**src/rtl/irq_arb_pkg.sv**
```systemverilog
// Shared types and register select codes for the nested interrupt arbiter.
package irq_arb_pkg;
    typedef enum logic [1:0] {
        ST_IDLE   = 2'd0,
        ST_ENTRY  = 2'd1,
        ST_COMMIT = 2'd2
    } arb_state_e;

    localparam logic [1:0] SEL_ENABLE = 2'd0;
    localparam logic [1:0] SEL_PSET   = 2'd1;
    localparam logic [1:0] SEL_PCLR   = 2'd2;
    localparam logic [1:0] SEL_LEVEL  = 2'd3;
endpackage

```
**src/rtl/irq_pend_bank.sv**
```systemverilog
// Per-channel enable, pending and level storage plus register readback.
// Assumes at most one channel is cleared by acknowledge per cycle; clear by
// acknowledge wins over a same-cycle set, hardware set wins over software clear.
module irq_pend_bank
    import irq_arb_pkg::*;
#(
    parameter int NUM_IRQ = 32,
    parameter int PRIO_W  = 2,
    localparam int IDX_W  = $clog2(NUM_IRQ)
) (
    input  logic                      clk,
    input  logic                      rst_n,
    input  logic [NUM_IRQ-1:0]        irq_req,
    input  logic                      reg_we,
    input  logic [1:0]                reg_sel,
    input  logic [IDX_W-1:0]          reg_idx,
    input  logic [NUM_IRQ-1:0]        reg_wdata,
    output logic [NUM_IRQ-1:0]        reg_rdata,
    input  logic                      ack_clr,
    input  logic [IDX_W-1:0]          ack_idx,
    output logic [NUM_IRQ-1:0]        en_q,
    output logic [NUM_IRQ-1:0]        pend_q,
    output logic [NUM_IRQ*PRIO_W-1:0] prio_flat
);
    logic [NUM_IRQ-1:0][PRIO_W-1:0] lvl_q;

    // Enable mask register, written as a whole word.
    always_ff @(posedge clk) begin
        if (!rst_n)
            en_q <= '0;
        else if (reg_we && reg_sel == SEL_ENABLE)
            en_q <= reg_wdata;
    end

    for (genvar g = 0; g < NUM_IRQ; g++) begin : g_chan
        logic sw_set, sw_clr, ack_hit;
        assign sw_set  = reg_we && reg_sel == SEL_PSET && reg_wdata[g];
        assign sw_clr  = reg_we && reg_sel == SEL_PCLR && reg_wdata[g];
        assign ack_hit = ack_clr && ack_idx == IDX_W'(g);

        // Pending bit of one channel: acknowledge clear, then set, then soft clear.
        always_ff @(posedge clk) begin
            if (!rst_n)
                pend_q[g] <= 1'b0;
            else if (ack_hit)
                pend_q[g] <= 1'b0;
            else if (irq_req[g] || sw_set)
                pend_q[g] <= 1'b1;
            else if (sw_clr)
                pend_q[g] <= 1'b0;
        end

        // Level field of one channel, written through the indexed select.
        always_ff @(posedge clk) begin
            if (!rst_n)
                lvl_q[g] <= '0;
            else if (reg_we && reg_sel == SEL_LEVEL && reg_idx == IDX_W'(g))
                lvl_q[g] <= reg_wdata[PRIO_W-1:0];
        end

        assign prio_flat[g*PRIO_W +: PRIO_W] = lvl_q[g];
    end

    // Readback multiplexer for the register port.
    always_comb begin
        reg_rdata = '0;
        unique case (reg_sel)
            SEL_ENABLE:          reg_rdata = en_q;
            SEL_PSET, SEL_PCLR:  reg_rdata = pend_q;
            default:             reg_rdata[PRIO_W-1:0] = lvl_q[reg_idx];
        endcase
    end
endmodule

```
**src/rtl/irq_pick.sv**
```systemverilog
// Finds the most urgent eligible channel: smallest level value, ties to the
// lowest index. Purely combinational.
module irq_pick #(
    parameter int NUM_IRQ = 32,
    parameter int PRIO_W  = 2,
    localparam int IDX_W  = $clog2(NUM_IRQ)
) (
    input  logic [NUM_IRQ-1:0]        elig,
    input  logic [NUM_IRQ*PRIO_W-1:0] prio_flat,
    output logic                      cand_valid,
    output logic [IDX_W-1:0]          cand_idx,
    output logic [PRIO_W-1:0]         cand_prio
);
    // Linear scan in ascending index; strict compare keeps the lowest index on ties.
    always_comb begin
        cand_valid = 1'b0;
        cand_idx   = '0;
        cand_prio  = '1;
        for (int i = 0; i < NUM_IRQ; i++) begin
            if (elig[i] && (!cand_valid || prio_flat[i*PRIO_W +: PRIO_W] < cand_prio)) begin
                cand_valid = 1'b1;
                cand_idx   = IDX_W'(i);
                cand_prio  = prio_flat[i*PRIO_W +: PRIO_W];
            end
        end
    end
endmodule

```
**src/rtl/irq_prio_stack.sv**
```systemverilog
// Stack of active handler levels. Push when full and pop when empty are ignored;
// a same-cycle pop is dropped in favour of the push.
module irq_prio_stack #(
    parameter int PRIO_W = 2,
    parameter int DEPTH  = 4,
    localparam int PTR_W = (DEPTH > 1) ? $clog2(DEPTH) : 1,
    localparam int CNT_W = $clog2(DEPTH + 1)
) (
    input  logic              clk,
    input  logic              rst_n,
    input  logic              push,
    input  logic [PRIO_W-1:0] push_prio,
    input  logic              pop,
    output logic [PRIO_W-1:0] top_prio,
    output logic [CNT_W-1:0]  depth,
    output logic              nonempty
);
    logic [DEPTH-1:0][PRIO_W-1:0] stk_q;
    logic                         full;

    assign full     = depth == CNT_W'(DEPTH);
    assign nonempty = depth != '0;

    // Depth counter and slot writes.
    always_ff @(posedge clk) begin
        if (!rst_n) begin
            depth <= '0;
            stk_q <= '0;
        end else if (push && !full) begin
            stk_q[PTR_W'(depth)] <= push_prio;
            depth                <= depth + 1'b1;
        end else if (pop && !push && nonempty) begin
            depth <= depth - 1'b1;
        end
    end

    // Innermost level, reported as 0 when nothing is active.
    always_comb begin
        top_prio = '0;
        if (nonempty)
            top_prio = stk_q[PTR_W'(depth - 1'b1)];
    end
endmodule

```
**src/rtl/irq_nest_arb.sv**
```systemverilog
// Top of the nested interrupt arbiter. Picks a winner, runs the entry window
// (late-arrival replacement allowed), freezes the vector, and on acknowledge
// pushes the winner's level. Assumes ENTRY_CYC >= 1 and one level per nest slot.
module irq_nest_arb
    import irq_arb_pkg::*;
#(
    parameter int NUM_IRQ   = 32,
    parameter int PRIO_W    = 2,
    parameter int ENTRY_CYC = 3,
    localparam int IDX_W    = $clog2(NUM_IRQ),
    localparam int NEST     = 1 << PRIO_W,
    localparam int DEP_W    = $clog2(NEST + 1),
    localparam int CNT_W    = $clog2(ENTRY_CYC + 1)
) (
    input  logic               clk,
    input  logic               rst_n,
    input  logic [NUM_IRQ-1:0] irq_req,
    input  logic               reg_we,
    input  logic [1:0]         reg_sel,
    input  logic [IDX_W-1:0]   reg_idx,
    input  logic [NUM_IRQ-1:0] reg_wdata,
    output logic [NUM_IRQ-1:0] reg_rdata,
    input  logic               irq_ack,
    input  logic               irq_eoi,
    output logic               irq_valid,
    output logic               irq_locked,
    output logic [IDX_W-1:0]   irq_vec,
    output logic [PRIO_W-1:0]  irq_prio,
    output logic [PRIO_W-1:0]  act_prio,
    output logic [DEP_W-1:0]   act_depth
);
    arb_state_e               st_q;
    logic [CNT_W-1:0]         win_cnt_q;
    logic [IDX_W-1:0]         sel_idx_q;
    logic [PRIO_W-1:0]        sel_prio_q;
    logic [NUM_IRQ-1:0]       en_q, pend_q;
    logic [NUM_IRQ*PRIO_W-1:0] prio_flat;
    logic                     cand_valid;
    logic [IDX_W-1:0]         cand_idx;
    logic [PRIO_W-1:0]        cand_prio;
    logic                     stk_nonempty;
    logic                     can_take, late_better, ack_take;

    irq_pend_bank #(.NUM_IRQ(NUM_IRQ), .PRIO_W(PRIO_W)) bank_i (
        .clk(clk), .rst_n(rst_n), .irq_req(irq_req),
        .reg_we(reg_we), .reg_sel(reg_sel), .reg_idx(reg_idx),
        .reg_wdata(reg_wdata), .reg_rdata(reg_rdata),
        .ack_clr(ack_take), .ack_idx(sel_idx_q),
        .en_q(en_q), .pend_q(pend_q), .prio_flat(prio_flat)
    );

    irq_pick #(.NUM_IRQ(NUM_IRQ), .PRIO_W(PRIO_W)) pick_i (
        .elig(en_q & pend_q), .prio_flat(prio_flat),
        .cand_valid(cand_valid), .cand_idx(cand_idx), .cand_prio(cand_prio)
    );

    irq_prio_stack #(.PRIO_W(PRIO_W), .DEPTH(NEST)) stack_i (
        .clk(clk), .rst_n(rst_n),
        .push(ack_take), .push_prio(sel_prio_q), .pop(irq_eoi),
        .top_prio(act_prio), .depth(act_depth), .nonempty(stk_nonempty)
    );

    assign can_take    = cand_valid && (!stk_nonempty || cand_prio < act_prio);
    assign late_better = cand_valid && cand_prio < sel_prio_q;
    assign ack_take    = st_q == ST_COMMIT && irq_ack;

    // Entry sequencer: idle -> window (replaceable) -> committed -> idle on acknowledge.
    always_ff @(posedge clk) begin
        if (!rst_n) begin
            st_q       <= ST_IDLE;
            win_cnt_q  <= '0;
            sel_idx_q  <= '0;
            sel_prio_q <= '0;
        end else begin
            unique case (st_q)
                ST_IDLE: begin
                    if (can_take) begin
                        st_q       <= ST_ENTRY;
                        win_cnt_q  <= CNT_W'(ENTRY_CYC - 1);
                        sel_idx_q  <= cand_idx;
                        sel_prio_q <= cand_prio;
                    end
                end
                ST_ENTRY: begin
                    if (late_better) begin
                        sel_idx_q  <= cand_idx;
                        sel_prio_q <= cand_prio;
                    end
                    if (win_cnt_q == '0)
                        st_q <= ST_COMMIT;
                    else
                        win_cnt_q <= win_cnt_q - 1'b1;
                end
                ST_COMMIT: begin
                    if (irq_ack)
                        st_q <= ST_IDLE;
                end
                default: st_q <= ST_IDLE;
            endcase
        end
    end

    assign irq_valid  = st_q != ST_IDLE;
    assign irq_locked = st_q == ST_COMMIT;
    assign irq_vec    = sel_idx_q;
    assign irq_prio   = sel_prio_q;
endmodule

```
**config.mk**
```make
export PLATFORM = sky130hd
export DESIGN_NAME = irq_nest_arb
export DESIGN_NICKNAME = d
export VERILOG_FILES = /design/src/rtl/irq_arb_pkg.sv /design/src/rtl/irq_pend_bank.sv /design/src/rtl/irq_pick.sv /design/src/rtl/irq_prio_stack.sv /design/src/rtl/irq_nest_arb.sv
export SDC_FILE = /design/constraint.sdc
export NUM_CORES = 1
export LEC_CHECK = 0
export BUFFER_PORTS_ARGS = -buffer_cell sky130_fd_sc_hd__clkbuf_2
export CORE_ASPECT_RATIO = 1.75
export CORE_MARGIN = 5
export CORE_UTILIZATION = 40
export CTS_BUF_LIST = sky130_fd_sc_hd__clkbuf_16
export DETAILED_ROUTE_END_ITERATION = 16
export PLACE_DENSITY_LB_ADDON = 0.15
export SLEW_MARGIN = 20
export SYNTH_ARGS = -nofsm -noshare
export SYNTH_HDL_FRONTEND = slang
export SYNTH_SLANG_ARGS = --single-unit
```
**constraint.sdc**
```tcl
create_clock -name clk -period 9.2 [get_ports clk]
set_input_delay 0.92 -clock clk [delete_from_list [all_inputs] [get_ports clk]]
set_output_delay 0.92 -clock clk [all_outputs]
set_load 0.01 [all_outputs]
```
# [After elaboration in Yosys (flattened, before gate mapping)]
# Cells that the tools add are included.
[totals] register_bits=150 output_inout_bits=46 inputBits=76 wordCells=718
[classes] n_mux=184 n_reduce_logical=345 bitwise=2 n_eq_ne=73 order_cmp=37 addsub=3
[ops] cell="logical AND 1 bit" count=170
[ops] cell="equality test 5 bit, second input constant" count=32
[ops] cell="two-way mux 1 bit" count=97
[ops] cell="two-way mux 2 bit" count=45
[ops] cell="two-way mux 5 bit" count=18
[ops] cell="equality test 5 x 4 -> 1 bit, second input constant" count=16
[ops] cell="nonzero test 2 bit" count=35
[ops] cell="less-than comparator 2 bit" count=33
[ops] cell="OR reduction 2 bit" count=33
[ops] cell="logical OR 1 bit" count=64
[ops] cell="one-hot mux 30 bit (2 select lines)" count=1
[ops] cell="equality test 5 x 3 -> 1 bit, second input constant" count=8
[ops] cell="zero test 1 bit" count=34
[ops] cell="bitwise AND 32 bit" count=1
[ops] cell="two-way mux 4 bit" count=8
[ops] cell="equality test 5 x 2 -> 1 bit, second input constant" count=4
[ops] cell="two-way mux 3 bit" count=6
[ops] cell="one-hot mux 2 bit (2 select lines)" count=3
[ops] cell="binary-select mux 2 bit (select 5 bit)" count=1
[ops] cell="equality test 5 x 1 -> 1 bit, second input constant" count=2
[ops] cell="zero test 5 bit" count=2
[ops] cell="inequality test 2 bit, second input constant" count=5
[ops] cell="one-hot mux 5 bit (2 select lines)" count=1
[ops] cell="AND reduction 3 bit" count=3
[ops] cell="16 further kinds" count=22

# [Longest topological paths before layout]
# Gate-level depths: netlist of the first run.
[depth] depth_word=131 mapped_depth=28 depth_no_buf=27

# [Modules after synthesis]
# Synthesis of the first run repeated with hierarchy kept, for this count alone.
[unflattened] hier_cells=1478 hier_area_um2=11260.8
[modules_own_cells] module="irq_pend_bank" n_inst=1 area_each_um2=6407.4 cells_per_inst=728 seq_area_each_um2=2562.5
[modules_own_cells] module="irq_pick" n_inst=1 area_each_um2=3415.8 cells_per_inst=580 seq_area_each_um2=0.0
[modules_own_cells] module="irq_nest_arb" n_inst=1 area_each_um2=784.5 cells_per_inst=102 seq_area_each_um2=220.2
[modules_own_cells] module="irq_prio_stack" n_inst=1 area_each_um2=653.1 cells_per_inst=68 seq_area_each_um2=220.2

# [Worst setup path after synthesis of the first run]
# No wires, ideal clock.
[synth_path] path_type="register -> register" from="register bank_i.en_q[0]" to="register sel_prio_q[1] (netlist: irq_prio[1])" path_stages_with_launch=28 n_path_buf=0 t_arrival_ns=6.511 path_slack_ns=2.564 t_required_ns=9.075 synth_period_minus_slack_ns=6.636 setup_time_ns=0.125 path_cell_list="dfxtp_1 -> a222oi_1 -> nand3_2 -> a2111oi_2 -> nor2_1 -> a21bo_1 -> a31oi_4 -> a21oi_2 -> o32ai_4 -> a31oi_4 -> a41oi_1 -> nand3_2 -> a31oi_4 -> o211ai_2 -> a31oi_4 -> a311oi_4 -> a221oi_4 -> a211o_2 -> a21oi_1 -> or3_1 -> ha_1 -> or3_1 -> a21oi_1 -> nor2_1 -> or3_1 -> a21oi_2 -> nor2_1 -> o41a_1"
[synth_between] elab_chain_cells=131 word_cells_on_any_way=200 cone_classes="33 x order compare; 2 x eq/ne; 67 x mux; 1 x bitwise; 97 x reduce/logical"
[synth_rtl] item="start: declaration" line_no="irq_pend_bank.sv:21" text="output logic [NUM_IRQ-1:0] en_q,"
[synth_rtl] item="start signal: assignment" line_no="irq_pend_bank.sv:32" text="en_q <= reg_wdata;"
[synth_rtl] item="bitwise AND 32 bit (*)" line_no="irq_nest_arb.sv:53" text=".elig(en_q & pend_q), .prio_flat(prio_flat),"
[synth_rtl] item="two-way mux 2 bit or two-way mux 1 bit (tied branches)" line_no="irq_pick.sv:20" text="if (elig[i] && (!cand_valid || prio_flat[i*PRIO_W +: PRIO_W] < cand_prio)) begin"
[synth_rtl] item="less-than comparator 2 bit or zero test 1 bit (tied branches)" line_no="irq_pick.sv:20"
[synth_rtl] item="logical OR 1 bit" line_no="irq_pick.sv:20"
[synth_rtl] item="logical AND 1 bit" line_no="irq_pick.sv:20"
[synth_rtl] item="two-way mux 2 bit or two-way mux 1 bit (tied branches)" line_no="irq_pick.sv:20"
[synth_rtl] item="less-than comparator 2 bit or zero test 1 bit (tied branches)" line_no="irq_pick.sv:20"
[synth_rtl] item="logical OR 1 bit" line_no="irq_pick.sv:20"
[synth_rtl] item="[116 not listed]"
[synth_rtl] item="logical AND 1 bit" line_no="irq_pick.sv:20"
[synth_rtl] item="two-way mux 2 bit (*)" line_no="irq_pick.sv:20"
[synth_rtl] item="via cand_prio[1]" line_no="irq_nest_arb.sv:40" text="logic [PRIO_W-1:0] cand_prio;"
[synth_rtl] item="less-than comparator 2 bit" line_no="irq_nest_arb.sv:63" text="assign can_take = cand_valid && (!stk_nonempty || cand_prio < act_prio);"
[synth_rtl] item="logical OR 1 bit" line_no="irq_nest_arb.sv:63"
[synth_rtl] item="logical AND 1 bit" line_no="irq_nest_arb.sv:63"
[synth_rtl] item="inequality test 2 bit (no source line)"
[synth_rtl] item="AND reduction 3 bit (no source line)"
[synth_rtl] item="end signal: assignment" line_no="irq_nest_arb.sv:81" text="sel_prio_q <= cand_prio;"
[synth_rtl] item="end signal: assignment" line_no="irq_nest_arb.sv:87" text="sel_prio_q <= cand_prio;"
[synth_rtl] item="end: declaration" line_no="irq_nest_arb.sv:35" text="logic [PRIO_W-1:0] sel_prio_q;"
# The timed path passes the listed nets; every way through them passes the cells marked *. The select of a mux whose other input is x is not followed.
# A chain may end at the register's enable or synchronous reset.

# [Worst setup path after layout of the first run]
[layout_path] from="register bank_i.lvl_q, in the netlist bank_i.prio_flat[1]" to="register sel_idx_q[2] (netlist: irq_vec[2])"
[layout_between] elab_chain_cells=130 word_cells_on_any_way=225 cone_classes="33 x order compare; 2 x eq/ne; 94 x mux; 96 x reduce/logical"
[layout_rtl] item="start: declaration" line_no="irq_pend_bank.sv:25" text="logic [NUM_IRQ-1:0][PRIO_W-1:0] lvl_q;"
[layout_rtl] item="start signal: indexed assignment" line_no="irq_pend_bank.sv:58" text="lvl_q[g] <= reg_wdata[PRIO_W-1:0];"
[layout_rtl] item="two-way mux 2 bit (*)" line_no="irq_pick.sv:20"
[layout_rtl] item="less-than comparator 2 bit" line_no="irq_pick.sv:20"
[layout_rtl] item="logical OR 1 bit" line_no="irq_pick.sv:20"
[layout_rtl] item="logical AND 1 bit" line_no="irq_pick.sv:20"
[layout_rtl] item="two-way mux 2 bit or two-way mux 1 bit (tied branches)" line_no="irq_pick.sv:20"
[layout_rtl] item="less-than comparator 2 bit or zero test 1 bit (tied branches)" line_no="irq_pick.sv:20"
[layout_rtl] item="logical OR 1 bit" line_no="irq_pick.sv:20"
[layout_rtl] item="logical AND 1 bit" line_no="irq_pick.sv:20"
[layout_rtl] item="[115 not listed]"
[layout_rtl] item="logical AND 1 bit" line_no="irq_pick.sv:20"
[layout_rtl] item="two-way mux 2 bit (*)" line_no="irq_pick.sv:20"
[layout_rtl] item="via cand_prio[1]" line_no="irq_nest_arb.sv:40"
[layout_rtl] item="less-than comparator 2 bit" line_no="irq_nest_arb.sv:63"
[layout_rtl] item="logical OR 1 bit" line_no="irq_nest_arb.sv:63"
[layout_rtl] item="logical AND 1 bit" line_no="irq_nest_arb.sv:63"
[layout_rtl] item="inequality test 2 bit (no source line)"
[layout_rtl] item="AND reduction 3 bit (no source line) (*)"
[layout_rtl] item="end signal: assignment" line_no="irq_nest_arb.sv:80" text="sel_idx_q <= cand_idx;"
[layout_rtl] item="end signal: assignment" line_no="irq_nest_arb.sv:86" text="sel_idx_q <= cand_idx;"
[layout_rtl] item="end: declaration" line_no="irq_nest_arb.sv:34" text="logic [IDX_W-1:0] sel_idx_q;"
# Marks and branches as above.

==> results of run 1 <==
## sequential cells by signal, summed over array words and instances (netlist names), 3 cells and up
signal / cells
irq_vec: 5
bank_i.prio_flat: 64
stack_i.stk_q: 8
bank_i.pend_q: 32
bank_i.en_q: 32
stack_i.depth: 3
## cell usage after synthesis (26+ instances only)
cell type / instances
nand2_1: 294
nor2_1: 114
o21ai_0: 83
a21boi_0: 92
inv_1: 30
a221o_1: 33
a31oi_1: 26
dfxtp_1: 150
a22oi_1: 36
nand3_1: 52
nor2b_1: 41
a21oi_1: 84
clkbuf_1: 67
## worst max path at each step
stage | start | slack, ns | endpoint | depth (start not counted)
floorplan | bank_i.en_q[0] | 2.56 | irq_prio[1] | 27
global placement | bank_i.prio_flat[3] | 1.81 | irq_prio[1] | 26
detailed placement | bank_i.prio_flat[3] | 1.54 | irq_vec[2] | 26
CTS | bank_i.prio_flat[1] | 1.51 | irq_vec[2] | 26
global route | bank_i.prio_flat[3] | 0.78 | irq_vec[2] | 26
finish | bank_i.prio_flat[1] | 1.36 | irq_vec[2] | 26
## layer usage
layer / routed length (microns) / up-vias
met2: 22260 / 410
met4: 3265 / 0
li1: - / 5566
met3: 1720 / 161
met5: 0 / -
met1: 14830 / 5666
## power by group through the flow
stage / Sequential [mW] / Clock (mW) / Combinational [mW]
global route: 0.765 / 0.741 / 0.674
detailed placement: 0.773 / 0 / 0.606
finish: 0.761 / 0.705 / 0.612
global placement: 0.773 / 0 / 0.599
CTS: 0.759 / 0.716 / 0.609
floorplan: 0.742 / 0 / 0.440
## critical path: cells and delay by family, from the launching register on
family / cells / cell delay (ns)
AO/OA/AOI/OAI: 15 / 4.01
AND/OR/NAND/NOR: 10 / 3.00
flip-flops: 1 / 0.42
adder cells (fa/ha/maj): 1 / 0.26
## cell type report
cell class                 instances  area [sq um]
tap                              369         461.7
inverter                          30         112.6
multi-input combinational       1205          7595
sequential                       150          3003
clock buffer                      17         425.4
fill                            2888         14790
clock inverter                    15         152.6
timing repair buffer             131         683.2
## stage by stage
| step | total power, mW | util, % | setup slack (ns) | cell area, sq um |
|---|---|---|---|---|
| floorplan | 1.182 | - | 2.564 | 11000 |
| global placement | 1.372 | 43.54 | 1.809 | 11860 |
| detailed placement | 1.380 | 43.54 | 1.543 | 11860 |
| CTS | 2.084 | 45.67 | 1.510 | 12430 |
| global route | 2.179 | 45.67 | 0.7812 | 12430 |
| finish | 2.078 | 45.67 | 1.360 | 12430 |
## logic make-up after synthesis
family | synth area share [%]
adders and majority gates | 2.252
AOI/OAI and AO/OA | 34.34
DFF | 27.30
buffers and inverters | 3.662
muxes | 6.119
and+or+nand+nor | 26.33
==> summary.md, run 1 <==
| Metric | Value |
|---|---|
| Avg Inst Size Synth | `7.524 sq um` |
| Number of global-route vias before repair | `11694` |
| Final #Nets | `1626` |
| WP data required | `9.53 ns` |
| Total GRT Usage | `27.04%` |
| Cts bufs inserted | `17` |
| Postcts setup bufs | `0` |
| Post-synth top area share | `27.30%` |
| Combinational power share | `29.5%` |
| FFs w/ async S/R, synth | `0%` |
| YS warnings | `0` |
| Routed vias | `11803` |
| Placed cells | `1885` |
| Overflow after GRT | `0` |
| Met3 Resource Use GR | `3.689%` |
| Site Rows | `80` |
| Clock sink count | `150` |
| Syn nets | `1553` |
| Most frequent cells in the layout | `nand2_1 (294), dfxtp_1 (150), clkbuf_2 (120)` |
| Hpwl dp | `32640 microns` |
| Slowest cell delay on critical path | `0.56 ns` |
| Critical path class | `reg2reg` |
| Worst clock skew | `0.01003 ns` |
| Top FF cell, synth | `dfxtp_1` |
| First-pass GRT wire length | `65130 microns` |
| Final hold slack | `0.4672 ns` |
| Startpoint types | `flip-flop` |
| Setup TNS | `0 ns` |
| Reg2reg end | `irq_vec[2]` |
| CTS root buf | `clkbuf_16` |
| Final hold vios | `0` |
| Routed len/inst | `21.95 microns` |
| CTS tree | `yes` |
| CP max FO | `15` |
| Least-Margin Pin Slew | `1.039 ns` |
| Hold Crit Class | `reg2reg` |
| Hold path depth | `2` |
| Synthesized area | `11000 sq um` |
| Seq/Total Area, Yosys | `27.30%` |
| Pwr dens | `167.1 nW/um^2` |
| Reg clk slew, reported paths | `0.07 ns` |
| Final setup violation count | `0` |
| Reg power frac | `36.6%` |
| Unrepaired setup endpoints after global routing | `no` |
| Fin crit period | `7.840 ns` |
| Die Wd | `135.4 microns` |
| Die height | `229.4 microns` |
| DRC | `0` |
| Vias per inst | `6.157` |
| Cells after Synth | `1462` |
| Met2 usage | `49.64%` |
| Worst skew pair latency | `0.46 ns` |
| DRT Pass-1 Iters | `6` |
| Most used routing layer | `met2` |
| FF-to-FF Start | `bank_i.prio_flat[1]` |
| H-tree depth | `4` |
| Slew HR | `30.19%` |
| Layout cells sized above 1 | `14.79%` |
| Hold Path End | `stack_i.stk_q[2]` |
| CTS resizes | `0` |
| Count of final max-slew check failures | `0` |
| Core Area | `27230 sq um` |
| Hold_sp | `stack_i.stk_q[2]` |
| Synth-to-Final Area Change | `13.02%` |
| Drt initial violations | `1056` |
| Top cells by area, synth | `dfxtp_1 (27%), nand2_1 (10%), a21boi_0 (6.3%)` |
| Reg2Reg Depth | `26` |
| Switching part of the total power | `36.30%` |
| Outcome | `complete, no violations` |
| EDFF count, synth | `0` |
| Max Cap Viol | `0` |
| R2R Setup Slk | `1.36 ns` |
| P_leak | `4.724 nW` |
| Finished Layout Cells | `1917` |
| Drt total wl | `42080 microns` |
| Met1 Use GR | `27.31%` |
| Max Root-Sink Buffers | `2` |
| Inserted Diodes | `0` |
| PortBufs | `121` |
| Antenna-violating nets left | `0` |
| Yosys top cell by area | `dfxtp_1` |
| Switch Pwr | `754.2 uW` |
| Max Freq | `127.6 MHz` |
| Worst vdd ir | `0.1471 mV` |
| Initial antenna violation count | `0` |
| Starting Density | `40.40%` |
| Die area | `31050 sq um` |
| I/O Pins | `122` |
| Endpoint type of the worst setup path | `flip-flop` |
| Slowest cell on the critical path | `nor4_2` |
| Most common cell after layout, fill and taps aside | `nand2_1` |
| Fin crit share | `85.22%` |
| Routability cong. | `0.9777` |
| #FFs+latches synth | `150` |
| Cell-internal power | `1.324 mW` |
| Arrival @ worst endpoint | `8.17 ns` |
| Post-CTS Hold Buffers | `0` |
| Yosys cell types | `88` |
| Clock share of power | `33.9%` |
| Largest net degree at the start of global routing | `79` |
(Power assumes the default switching activity.)
==> run 2: changes to the inputs <==
--- a/config.mk
+++ b/config.mk
@@ -5,11 +5,13 @@
 export SDC_FILE = /design/constraint.sdc
 export NUM_CORES = 1
 export LEC_CHECK = 0
+export ABC_AREA = 1
 export BUFFER_PORTS_ARGS = -buffer_cell sky130_fd_sc_hd__clkbuf_2
 export CORE_ASPECT_RATIO = 1.75
 export CORE_MARGIN = 5
 export CORE_UTILIZATION = 40
 export CTS_BUF_LIST = sky130_fd_sc_hd__clkbuf_16
+export CTS_CLUSTER_SIZE = 16
 export DETAILED_ROUTE_END_ITERATION = 16
 export PLACE_DENSITY_LB_ADDON = 0.15
 export SLEW_MARGIN = 20
==> run 2 against run 1 <==
The flow now finishes with violations (setup timing). Combinational power up 52%. Sequential share of layout area is 1.6 points lower. Flip-flop and latch count did not move. Via count up 1.3%. Critical path type unchanged. Largest power group is now combinational logic.
==> summary.md, run 2 <==
| Metric | Value |
|---|---|
| Outcome | `finished, violations left (was complete, no violations)` |
| Failing checks | `setup timing` |
| Met3 WL post-DR | `1542 microns (was 1720 microns)` |
| Cell mode on critical path | `nand2_2` |
| EDFF count, synth | `0 (unchanged)` |
| Vias per inst | `5.126 (was 6.157)` |
| CTS tree | `yes (unchanged)` |
| Largest net degree at the start of global routing | `99 (was 79)` |
| Seq/Total Area, Yosys | `30.28% (was 27.30%)` |
| Die area | `28170 sq um (was 31050 sq um)` |
| Pwr dens | `175.3 nW/um^2 (was 167.1 nW/um^2)` |
| Routed met1 length | `13780 microns (was 14830 microns)` |
| Avg Inst Size Synth | `5.889 sq um (was 7.524 sq um)` |
| Inserted Diodes | `0 (unchanged)` |
| Worst skew pair latency | `0.45 ns (was 0.46 ns)` |
| Most instantiated library cell after synthesis | `nand2_1 (unchanged)` |
| Routed vias | `11960 (was 11803)` |
| Reg power frac | `31.6% (was 36.6%)` |
| Max Freq | `64.74 MHz (was 127.6 MHz)` |
| Most common cell after layout, fill and taps aside | `nand2_1 (unchanged)` |
| Antenna-violating nets left | `0 (unchanged)` |
| Reg2reg end | `win_cnt_q[1] (was irq_vec[2])` |
| Top cells by area, synth | `dfxtp_1 (30%), nand2_1 (15%), inv_1 (9.8%) (was dfxtp_1 (27%), nand2_1 (10%), a21boi_0 (6.3%))` |
| #FFs+latches synth | `150 (unchanged)` |
| YS warnings | `0 (unchanged)` |
| Syn nets | `1775 (was 1553)` |
| Hpwl dp | `27770 microns (was 32640 microns)` |
| First-pass GRT wire length | `57110 microns (was 65130 microns)` |
| Cell-internal power | `1.469 mW (was 1.324 mW)` |
| DRT Pass-1 Iters | `5 (was 6)` |
| I/O Pins | `122 (unchanged)` |
| FFs w/ async S/R, synth | `0% (unchanged)` |
| Final #Nets | `2099 (was 1626)` |
| Drt total wl | `37430 microns (was 42080 microns)` |
| Reg2Reg Depth | `191 (was 26)` |
| Hold Path End | `stack_i.stk_q[3] (was stack_i.stk_q[2])` |
| H-tree depth | `4 (unchanged)` |
| Worst clock skew | `0.005552 ns (was 0.01003 ns)` |
| DRC | `0 (unchanged)` |
| Total GRT Usage | `25.89% (was 27.04%)` |
| Drt initial violations | `667 (was 1056)` |
| Final setup violation count | `10 (was 0)` |
| Final Power | `2.345 mW (was 2.078 mW)` |
| Final hold vios | `0 (unchanged)` |
| CP max FO | `8 (was 15)` |
| FF-to-FF Start | `bank_i.en_q[1] (was bank_i.prio_flat[1])` |
| Synthesized area | `9917 sq um (was 11000 sq um)` |
| Max Cap Viol | `0 (unchanged)` |
| Post-synth top area share | `30.28% (was 27.30%)` |
| Max Root-Sink Buffers | `2 (unchanged)` |
| R2R Setup Slk | `-6.25 ns (was 1.36 ns)` |
| Startpoint types | `flip-flop (unchanged)` |
| Fin crit share | `167.9% (was 85.22%)` |
| Arrival @ worst endpoint | `15.80 ns (was 8.17 ns)` |
| Site Rows | `76 (was 80)` |
| Cts bufs inserted | `17 (unchanged)` |
| Initial antenna violation count | `0 (unchanged)` |
| Fin crit period | `15.45 ns (was 7.840 ns)` |
| Synth cell count leaders | `nand2_1 (408), inv_1 (258), nor2_1 (213), o21ai_0 (160), a21oi_1 (158) (was nand2_1 (294), dfxtp_1 (150), nor2_1 (114), a21boi_0 (92), a21oi_1 (84))` |
| CTS root buf | `clkbuf_16 (unchanged)` |
| Hold Crit Class | `reg2reg (unchanged)` |
| Combinational power share | `39.6% (was 29.5%)` |
| Die height | `218.3 microns (was 229.4 microns)` |
| Number of global-route vias before repair | `11423 (was 11694)` |
| Count of final max-slew check failures | `0 (unchanged)` |
| Critical path class | `reg2reg (unchanged)` |
| P_leak | `6.767 nW (was 4.724 nW)` |
| Worst vdd ir | `0.1587 mV (was 0.1471 mV)` |
| WP data required | `9.55 ns (was 9.53 ns)` |
| Switching part of the total power | `37.34% (was 36.30%)` |
| Clock share of power | `28.7% (was 33.9%)` |
| Reg clk slew, reported paths | `0.07 ns (about the same)` |
| Unrepaired setup endpoints after global routing | `yes (was no)` |
| Yosys cell types | `30 (was 88)` |
| Yosys top cell by area | `dfxtp_1 (unchanged)` |
| Layout cells sized above 1 | `27.16% (was 14.79%)` |
| Slew HR | `39.88% (was 30.19%)` |
| Post-CTS Hold Buffers | `0 (unchanged)` |
| Hold_sp | `stack_i.stk_q[3] (was stack_i.stk_q[2])` |
| Final Core Density | `54.51% (was 45.67%)` |
| Slowest cell delay on critical path | `0.34 ns (was 0.56 ns)` |
| Top FF cell, synth | `dfxtp_1 (unchanged)` |
| Highest metal used | `met4 (unchanged)` |
| Die Wd | `129.0 microns (was 135.4 microns)` |
| Endpoint type of the worst setup path | `flip-flop (unchanged)` |
| Starting Density | `40.42% (was 40.40%)` |
| Wire length on met2 | `19970 microns (was 22260 microns)` |
| Clock sink count | `150 (unchanged)` |
| Overflow after GRT | `0 (unchanged)` |
| Synth-to-Final Area Change | `34.85% (was 13.02%)` |
| Core Area | `24530 sq um (was 27230 sq um)` |
| Least-Margin Pin Slew | `0.8996 ns (was 1.039 ns)` |
| Cells after Synth | `1684 (was 1462)` |
| Max reg flops | `64 (unchanged)` |
| Final WS setup | `-6.246 ns (was 1.360 ns)` |
| Slowest cell on the critical path | `dfxtp_1 (was nor4_2)` |
| PortBufs | `121 (unchanged)` |
| Switch Pwr | `875.5 uW (was 754.2 uW)` |
| Routed len/inst | `16.04 microns (was 21.95 microns)` |
| Setup TNS | `-62.07 ns (was 0 ns)` |
| Routability cong. | `0.8979 (was 0.9777)` |
| Hold path depth | `2 (unchanged)` |
| Most frequent cells in the layout | `nand2_1 (350), inv_1 (257), buf_4 (237) (was nand2_1 (294), dfxtp_1 (150), clkbuf_2 (120))` |
-- run 2: cell types whose count changed after synthesis, sizes merged, moves of 29 or more --
| cell | delta |
|---|---|
| inv | +229 |
| nand2 | +181 |
| nor2 | +99 |
| a21boi | -95 |
| o21ai | +71 |
| a21oi | +70 |
| nand3 | +48 |
| nor2b | -41 |
| a221o | -33 |
| a22oi | -29 |
-- run 2: per-stage QoR --
stage | hold WS [ns] | std cells | worst slack [ns] | area [sq um]
final | 0.4611 | 2333 | -6.246 | 13370
after global routing | 0.4961 | 2333 | -8.095 | 13370
after CTS | 0.4633 | 2297 | -5.865 | 12870
after detailed placement | 0.4534 | 2255 | -5.887 | 12200
after global placement | 0.4515 | 2255 | -5.423 | 12200
after floorplan | 0.4297 | 1684 | -4.108 | 9957
-- run 2: critical path: cells and delay by family (launching register included) --
kind / cells / cell delay, ns
adder cells (fa/ha/maj): 2 / 0.55
AND/OR/NAND/NOR: 182 / 13.57
buffers and inverters: 5 / 0.50
flip-flops: 1 / 0.34
AO/OA/AOI/OAI: 2 / 0.32
-- run 2: power groups by stage --
| stage | Sequential [mW] | Clock [mW] | Combinational (mW) |
|---|---|---|---|
| after CTS | 0.741 | 0.679 | 0.846 |
| after global placement | 0.755 | 0 | 0.809 |
| after global routing | 0.747 | 0.706 | 1.03 |
| after detailed placement | 0.754 | 0 | 0.817 |
| after floorplan | 0.748 | 0 | 0.473 |
| final | 0.742 | 0.673 | 0.929 |
-- run 2: layer usage --
layer	global-route usage (%)	up-vias
met5	0	-
met4	15.24	0
met3	4.035	100
met2	48.46	344
met1	26.42	5454
li1	-	6062
-- run 2: final cells by class --
cell class / count / area [sq um]
multi-input cells: 1217 / 6046
clock inverters: 15 / 115.1
fillers: 2569 / 11160
well taps: 312 / 390.4
flip-flops and latches: 150 / 3014
inverters: 264 / 991.0
clock buffers: 17 / 425.4
repair buffers: 358 / 2391
-- run 2: worst max path at each step --
stage	from	endpoint	slack, ns	cells after the start
floorplan	bank_i.en_q[0]	irq_vec[2]	-4.11	192
finish	bank_i.en_q[1]	win_cnt_q[1]	-6.25	191
CTS	bank_i.prio_flat[3]	irq_vec[2]	-5.86	192
global route	bank_i.en_q[0]	irq_prio[1]	-8.10	191
global placement	bank_i.prio_flat[1]	irq_vec[2]	-5.42	191
detailed placement	bank_i.prio_flat[1]	irq_vec[2]	-5.89	191
-- run 2: logic make-up after synthesis --
family / count (synthesis) / synth area share, %
AOI/OAI and AO/OA: 399 / 21.95
adders and majority gates: 15 / 1.893
buffers and inverters: 318 / 12.04
DFF: 150 / 30.28
and+or+nand+nor: 802 / 33.84
-- run 2: repair_timing --
item,CTS,global route
setup buffers,9,36
resized for setup,19,78
endpoints found under the setup margin,10,10
pin swaps,7,65
cloned,1,0
